[config.mk]
export PLATFORM = sky130hd
export DESIGN_NAME = fts_put_cover_seq
export DESIGN_NICKNAME = d
export VERILOG_FILES = /design/src/rtl/fts_pkg.sv /design/src/rtl/fts_lfsr.sv /design/src/rtl/fts_ref_queue.sv /design/src/rtl/fts_step_decode.sv /design/src/rtl/fts_put_cover_seq.sv
export SDC_FILE = /design/constraint.sdc
export NUM_CORES = 1
export LEC_CHECK = 0
export ABC_AREA = 1
export BUFFER_PORTS_ARGS = -buffer_cell sky130_fd_sc_hd__clkbuf_2
export CORE_UTILIZATION = 45
export DETAILED_ROUTE_END_ITERATION = 8
export GPL_ROUTABILITY_DRIVEN = 0
export GPL_TIMING_DRIVEN = 0
export HOLD_SLACK_MARGIN = 0.03
export PLACE_DENSITY = 0.67
export SYNTH_ARGS = -nofsm -noshare
export SYNTH_HDL_FRONTEND = slang
export SYNTH_SLANG_ARGS = --single-unit
[constraint.sdc]
create_clock -name clk -period 4.2 [get_ports clk]
set_clock_uncertainty 0.05 [all_clocks]
set_input_delay 0.63 -clock clk [delete_from_list [all_inputs] [get_ports clk]]
set_output_delay 0.63 -clock clk [all_outputs]
set_load 0.01 [all_outputs]
[src/rtl/fts_pkg.sv]
package fts_pkg;

    localparam int DATA_W = 16;

    typedef enum logic [1:0] {
        OP_PUT  = 2'd0,
        OP_GET  = 2'd1,
        OP_PEEK = 2'd2
    } op_e;

    typedef enum logic [2:0] {
        ST_EMPTY    = 3'd0,
        ST_SEMI     = 3'd1,
        ST_FULL     = 3'd2,
        ST_BLK_PUT  = 3'd3,
        ST_BLK_GET  = 3'd4,
        ST_BLK_PEEK = 3'd5
    } qstate_e;

    typedef enum logic [1:0] {
        RD_NONE = 2'd0,
        RD_POP  = 2'd1,
        RD_PEEK = 2'd2
    } rdchk_e;

    typedef struct packed {
        op_e     op;
        qstate_e exp_st;
        rdchk_e  rd;
    } step_t;

    function automatic int unsigned num_steps(int unsigned depth);
        return 2 * depth + 7;
    endfunction

    function automatic step_t mk_step(op_e o, qstate_e s, rdchk_e r);
        step_t t;
        t.op     = o;
        t.exp_st = s;
        t.rd     = r;
        return t;
    endfunction

    // Step table: fill, overfill, drain, blocked get, blocked peek.
    function automatic step_t step_of(int unsigned s, int unsigned n);
        step_t t;
        if (s < n - 1)           t = mk_step(OP_PUT,  ST_SEMI,     RD_NONE);
        else if (s == n - 1)     t = mk_step(OP_PUT,  ST_FULL,     RD_NONE);
        else if (s == n)         t = mk_step(OP_PUT,  ST_BLK_PUT,  RD_NONE);
        else if (s == n + 1)     t = mk_step(OP_GET,  ST_FULL,     RD_POP);
        else if (s <= 2 * n)     t = mk_step(OP_GET,  ST_SEMI,     RD_POP);
        else if (s == 2 * n + 1) t = mk_step(OP_GET,  ST_EMPTY,    RD_POP);
        else if (s == 2 * n + 2) t = mk_step(OP_GET,  ST_BLK_GET,  RD_NONE);
        else if (s == 2 * n + 3) t = mk_step(OP_PUT,  ST_EMPTY,    RD_POP);
        else if (s == 2 * n + 4) t = mk_step(OP_PEEK, ST_BLK_PEEK, RD_NONE);
        else if (s == 2 * n + 5) t = mk_step(OP_PUT,  ST_SEMI,     RD_PEEK);
        else                     t = mk_step(OP_GET,  ST_EMPTY,    RD_POP);
        return t;
    endfunction

    function automatic logic [DATA_W-1:0] lfsr_next(logic [DATA_W-1:0] v);
        return {v[DATA_W-2:0], v[15] ^ v[13] ^ v[12] ^ v[10]};
    endfunction

endpackage

[src/rtl/fts_lfsr.sv]
module fts_lfsr #(
    parameter logic [fts_pkg::DATA_W-1:0] SEED = 16'hACE1
) (
    input  logic                      clk,
    input  logic                      rst,
    input  logic                      adv,
    output logic [fts_pkg::DATA_W-1:0] value
);
    logic [fts_pkg::DATA_W-1:0] q;

    always_ff @(posedge clk) begin
        if (rst)      q <= SEED;
        else if (adv) q <= fts_pkg::lfsr_next(q);
    end

    assign value = q;

    // a nonzero seed never reaches the all-zero lock-up word
    a_r3_lfsr_nonzero: assert property (@(posedge clk) disable iff (rst)
        q != '0);

    // each put moves the generator to a fresh word
    a_r3_lfsr_moves: assert property (@(posedge clk) disable iff (rst)
        adv |=> q != $past(q));

    // the generator holds when no put is issued
    a_r3_lfsr_holds: assert property (@(posedge clk) disable iff (rst)
        !adv |=> $stable(q));
endmodule

[src/rtl/fts_ref_queue.sv]
module fts_ref_queue #(
    parameter int ENTRIES = 5,
    parameter int W       = 16,
    localparam int PW     = $clog2(ENTRIES),
    localparam int CW     = $clog2(ENTRIES + 1)
) (
    input  logic         clk,
    input  logic         rst,
    input  logic         push,
    input  logic [W-1:0] push_data,
    input  logic         pop,
    output logic [W-1:0] head
);
    logic [W-1:0]  mem [ENTRIES];
    logic [PW-1:0] wr_ptr;
    logic [PW-1:0] rd_ptr;
    logic [CW-1:0] cnt;

    function automatic logic [PW-1:0] bump(logic [PW-1:0] p);
        return (p == PW'(ENTRIES - 1)) ? '0 : p + PW'(1);
    endfunction

    always_ff @(posedge clk) begin
        if (push) mem[wr_ptr] <= push_data;
    end

    always_ff @(posedge clk) begin
        if (rst) begin
            wr_ptr <= '0;
            rd_ptr <= '0;
            cnt    <= '0;
        end else begin
            if (push) wr_ptr <= bump(wr_ptr);
            if (pop)  rd_ptr <= bump(rd_ptr);
            case ({push, pop})
                2'b10:   cnt <= cnt + CW'(1);
                2'b01:   cnt <= cnt - CW'(1);
                default: cnt <= cnt;
            endcase
        end
    end

    assign head = mem[rd_ptr];

    // the reference copy never holds more words than the sequence writes
    a_r8_ref_no_overflow: assert property (@(posedge clk) disable iff (rst)
        push |-> cnt != CW'(ENTRIES));

    // every checked return has a reference word behind it
    a_r8_ref_no_underflow: assert property (@(posedge clk) disable iff (rst)
        pop |-> cnt != '0);
endmodule

[src/rtl/fts_step_decode.sv]
module fts_step_decode #(
    parameter int DEPTH  = 4,
    parameter int STEP_W = 4
) (
    input  logic [STEP_W-1:0] step_idx,
    output fts_pkg::step_t    cur,
    output logic              last
);
    localparam int NSTEPS = 2 * DEPTH + 7;

    always_comb begin
        cur  = fts_pkg::step_of(32'(step_idx), DEPTH);
        last = (step_idx == STEP_W'(NSTEPS - 1));
    end
endmodule

[src/rtl/fts_put_cover_seq.sv]
module fts_put_cover_seq #(
    parameter int                         DEPTH   = 4,
    parameter int                         TIMEOUT = 64,
    parameter logic [fts_pkg::DATA_W-1:0] SEED    = 16'hACE1,
    localparam int                        STEP_W  = $clog2(2 * DEPTH + 7)
) (
    input  logic                       clk,
    input  logic                       rst,
    output logic                       op_valid,
    output logic [1:0]                 op_kind,
    output logic [fts_pkg::DATA_W-1:0] op_wdata,
    input  logic                       rsp_valid,
    input  logic [2:0]                 rsp_state,
    input  logic                       rsp_rdata_valid,
    input  logic [fts_pkg::DATA_W-1:0] rsp_rdata,
    output logic                       done,
    output logic                       pass,
    output logic                       fail,
    output logic [STEP_W-1:0]          fail_step
);
    import fts_pkg::*;

    localparam int TMO_W   = $clog2(TIMEOUT + 1);
    localparam int REF_ENT = DEPTH + 1;

    typedef enum logic [1:0] {
        SQ_START = 2'd0,
        SQ_ISSUE = 2'd1,
        SQ_WAIT  = 2'd2,
        SQ_DONE  = 2'd3
    } seq_e;

    seq_e              state;
    logic [STEP_W-1:0] step;
    logic [TMO_W-1:0]  tmo;
    logic              fail_q;
    logic [STEP_W-1:0] fail_step_q;
    logic              done_q;

    step_t             cur;
    logic              last;
    logic [DATA_W-1:0] lfsr_q;
    logic [DATA_W-1:0] ref_head;
    logic              put_now;
    logic              take_rsp;
    logic              ref_pop;
    logic              want_data;
    logic              mismatch;

    fts_step_decode #(.DEPTH(DEPTH), .STEP_W(STEP_W)) u_dec (
        .step_idx (step),
        .cur      (cur),
        .last     (last)
    );

    fts_lfsr #(.SEED(SEED)) u_lfsr (
        .clk   (clk),
        .rst   (rst),
        .adv   (put_now),
        .value (lfsr_q)
    );

    fts_ref_queue #(.ENTRIES(REF_ENT), .W(DATA_W)) u_ref (
        .clk       (clk),
        .rst       (rst),
        .push      (put_now),
        .push_data (lfsr_q),
        .pop       (ref_pop),
        .head      (ref_head)
    );

    always_comb begin
        op_valid  = (state == SQ_ISSUE);
        op_kind   = cur.op;
        op_wdata  = lfsr_q;
        put_now   = op_valid && (cur.op == OP_PUT);
        take_rsp  = (state == SQ_WAIT) && rsp_valid;
        ref_pop   = take_rsp && (cur.rd == RD_POP);
        want_data = (cur.rd != RD_NONE);
        mismatch  = (rsp_state != cur.exp_st)
                 || (rsp_rdata_valid != want_data)
                 || (want_data && (rsp_rdata != ref_head));
    end

    always_ff @(posedge clk) begin
        if (rst) begin
            state       <= SQ_START;
            step        <= '0;
            tmo         <= '0;
            fail_q      <= 1'b0;
            fail_step_q <= '0;
            done_q      <= 1'b0;
        end else begin
            case (state)
                SQ_START: state <= SQ_ISSUE;
                SQ_ISSUE: begin
                    state <= SQ_WAIT;
                    tmo   <= '0;
                end
                SQ_WAIT: begin
                    if (rsp_valid) begin
                        if (mismatch && !fail_q) begin
                            fail_q      <= 1'b1;
                            fail_step_q <= step;
                        end
                        if (last) begin
                            state  <= SQ_DONE;
                            done_q <= 1'b1;
                        end else begin
                            step  <= step + STEP_W'(1);
                            state <= SQ_ISSUE;
                        end
                    end else if (tmo == TMO_W'(TIMEOUT - 1)) begin
                        state  <= SQ_DONE;
                        done_q <= 1'b1;
                        if (!fail_q) begin
                            fail_q      <= 1'b1;
                            fail_step_q <= step;
                        end
                    end else begin
                        tmo <= tmo + TMO_W'(1);
                    end
                end
                default: state <= SQ_DONE;
            endcase
        end
    end

    assign done      = done_q;
    assign fail      = fail_q;
    assign pass      = done_q && !fail_q;
    assign fail_step = fail_step_q;

    // a request lasts exactly one cycle
    a_r2_single_pulse: assert property (@(posedge clk) disable iff (rst)
        op_valid |=> !op_valid);

    // no new request while the previous one is unanswered
    a_r2_wait_for_rsp: assert property (@(posedge clk) disable iff (rst)
        (state == SQ_WAIT && !rsp_valid) |=> !op_valid);

    // the first failure and its step index are frozen
    a_r9_fail_sticky: assert property (@(posedge clk) disable iff (rst)
        fail |=> fail && $stable(fail_step));

    // done persists and silences the request port
    a_r11_done_sticky: assert property (@(posedge clk) disable iff (rst)
        done |=> done && !op_valid);

    // the wait counter never passes the configured limit
    a_r10_wait_bounded: assert property (@(posedge clk) disable iff (rst)
        (state == SQ_WAIT) |-> tmo < TMO_W'(TIMEOUT));
endmodule

==> impl_results.md <==
* CTS H-tree depth at 4
* Register area share after synthesis at 56.3%
* Worst slew pin tran at 0.821 ns
* Hold buffers post-CTS at 0
* Largest area contributor in the netlist: edfxtp_1
* Synth top area share at 41.2%
* ANT nets after route at 0
* Slowest cell delay on critical path at 0.67 ns
* Global route overflow at 0
* Hold WC Path Type: register to register
* RSZ-0062 raised after global routing: no
* Die area at 0.0134 mm²
* Slowest-stage cell, CP: nor3_2
* Via density at 4.96
* R2r endpoint: u_ref.mem[2][14]
* Maximum clock frequency at 301 MHz
* Pre-Repair DR Iteration Count at 4
* Clk sinks at 124
* Max-slew headroom at 44.8%
* Critical Path RT at 4.27 ns
* Largest net degree at the start of global routing at 17
* Crit path time final at 3.32 ns
* Root buffer cell: clkbuf_16
* Dpl ws at 0.943 ns
* Fraction of layout cells with a size suffix above 1 at 16.4%
* Die Span X at 116 µm
* Number of diodes at 0
* Met1 Use GR at 25.3%
* IO Port Bufs at 48
* GR peak layer: met2
* Per-cell routed wire length at 14.5 µm
* Final Max Tran Viols at 0
* Initial antenna violation count at 0
* DPL Wire Length at 9440 µm
* Fin crit share at 79.1%
* Flops & latches, synth at 124
* Postcts setup bufs at 0
* Nets at 772
* Synth area leaders: edfxtp_1 (41%), dfxtp_1 (15%), nand2_1 (12%)
* First-iteration detailed-routing DRC count at 310
* Routed vias at 4,569
* Vias in the first global route at 4,265
* Maximum capacitance violations at 0
* Setup ws final at 0.880 ns
* Worst Reg-to-Reg Cells at 13
* FILL cells at 1,163
* Total wire length at 13,300 µm
* Routing usage on met2 at 38.5%
* Nature of the critical path endpoint: register
* Cells after synthesis at 662
* Status: finished, final reports clean
* DRC Markers at 0
* Ys async rst share at 0%
* Type of the worst setup path: register to register
* Clock buffer depth at 2
* Syn_area_per_cell at 8.80 µm²
* Hold EP: tmo[5]
* First-pass GRT wire length at 21,200 µm
* Leak at 0.00319 µW
* Top_reg_cell synth: edfxtp_1
* # setup viols final at 0
* Fin cells at 921
* Hold Path Origin: tmo[5]
* Initial Util at 46.2%
* Synth Warn # at 0
* EDFF count, synth at 80
* Clock slew at the register clock pins of the worst setup and hold paths at 0.05 ns
* Unique cell type count in the Yosys netlist at 33
* Gr usage total at 21.5%
* Met3 Use GR at 5.28%
* CTS tree: done
* Final hold vios at 0
* Mapped cell area at 0.00583 mm²
* Placed Cells at 889
* CP most frequent cell: inv_1
* Startpoint type of the worst setup path: register
* Vert. Die Dim at 116 µm
* CTS resizes at 0
* Syn_nets at 698
* Clk_lat worst skew at 0.42 ns
* Worst path cell trace: inv_1, ha_1, inv_1, o21ai_1, a21oi_1, nand3_1, nand2_1, inv_1, nor2_4, inv_2, clkbuf_1, nor3_2, buf_6
* R2r setup slk at 0.88 ns
* Cell Pwr Density at 501 mW/mm²
* CTS buffer count at 17
* Cell row count at 41
* Area Growth Syn to Fin at 21.7%
* Ports at 49
* Placeable Area at 0.0126 mm²
* Data arrival time of the worst path at 3.39 ns
* R2r startpoint: step[0]
* Max Fanout on Critical Path at 10
* Worst-case vdd ir drop at 0.288 mV
* Worst Hold Depth at 1
[sequential cells by signal, summed over array words and instances, names as in the netlist, named ones only]
name / count
u_ref.mem: 80
u_lfsr.value: 16
tmo: 7
fail_step: 4
step: 4
u_ref.rd_ptr: 3
u_ref.wr_ptr: 3
state: 2
done: 1
fail: 1
[cell usage in the layout (no fill, tap or decap), types with 4 or more instances in the layout]
master	Yosys	final
nand2_1	181	181
dfxtp_1	44	44
inv_2	5	5
xor2_1	6	6
or2_1	11	11
buf_2	4	4
buf_4	5	7
nand3_1	74	74
edfxtp_1	80	80
nand3b_1	9	9
clkbuf_1	5	6
nor2_1	49	49
or2_2	5	5
o21ai_1	4	4
a211oi_1	5	5
nor3_2	0	4
bufinv_16	0	8
nor3_1	8	4
o21ai_0	18	18
a21oi_1	21	21
clkbuf_2	0	48
buf_6	5	9
clkbuf_16	0	17
ha_1	13	13
inv_1	94	94
[cells by family (layout without fill, tap and decap cells)]
logic type                 Yosys count  after routing  share of synthesized area [%]
AOI/OAI and AO/OA                   53             53                           5.17
xor gates and xnor gates             8              8                           1.20
adders and majority gates           13             13                           2.79
buffers and inverters              119            206                           8.76
DFF                                124            124                           56.3
and+or+nand+nor                    345            345                           25.7
[metrics by stage]
step	instance area (µm²)	util (%)	total power (µW)	setup TNS (ns)	hold slack (ns)
6_report	7100	56.2	3550	0	0.413
5_1_grt	7100	56.2	3670	0	0.441
4_1_cts	7100	56.2	3570	0	0.421
3_5_place_dp	6380	50.6	1820	0	0.416
3_3_place_gp	6280	49.8	1790	-23.31	0.389
2_1_floorplan	5830	-	1680	0	0.378
[worst max-delay path by stage]
stage,depth (start not counted),slack [ns],startpoint,endpoint
finish,13,0.88,step[0],u_ref.mem[2][14]
global route,13,0.60,step[0],u_ref.mem[2][10]
CTS,13,0.91,step[0],u_ref.mem[2][5]
detailed placement,13,0.94,step[0],u_ref.mem[2][5]
global placement,12,-0.82,step[0],u_ref.mem[4][8]
floorplan,12,0.50,step[0],u_ref.mem[4][0]
[routing by layer]
metal / vias to the layer above / share of wire (%) / wire (µm)
met3: 24 / 4.9 / 657
li1: 2288 / - / -
met2: 134 / 51 / 6780
met5: - / 0 / 0
met4: 0 / 1.5 / 196
met1: 2123 / 43 / 5690
[Yosys cell counts, types with 4 or more instances]
master and n:
a21oi_1 21, clkbuf_1 5, o21ai_0 18, edfxtp_1 80
inv_1 94, inv_2 5, a211oi_1 5, nor2_1 49
o21ai_1 4, nand3b_1 9, buf_6 5, nand3_1 74
buf_4 5, nand2_1 181, nor3_1 8, dfxtp_1 44
ha_1 13, buf_2 4, or2_2 5, xor2_1 6
or2_1 11
[layout make-up]
| cell class | instances | area (µm²) | area share, % |
|---|---|---|---|
| clock inverters | 13 | 268 | 3.77 |
| clock buffers | 19 | 443 | 6.24 |
| repair buffers | 55 | 315 | 4.44 |
| plain buffers | 19 | 133 | 1.87 |
| well taps | 172 | 215 | 3.03 |
| multi-input cells | 419 | 2060 | 29.0 |
| flip-flops and latches | 124 | 3280 | 46.3 |
| inverters | 100 | 378 | 5.33 |
[power by group]
group          switching, µW  total (µW)  internal [µW]  leakage, µW
Combinational            201         319            119      0.00178
Sequential              77.7        1480           1400      0.00108
Clock                    517        1760           1240     0.000338
[critical path, delay by kind of cell (launching register included)]
family,cells,cell delay [ns]
buffers and inverters,6,0.91
and+or+nand+nor,4,1.06
DFF,1,0.39
adders and majority gates,1,0.29
AOI/OAI and AO/OA,2,0.31
No activity file was read; power rests on OpenSTA's default activity.
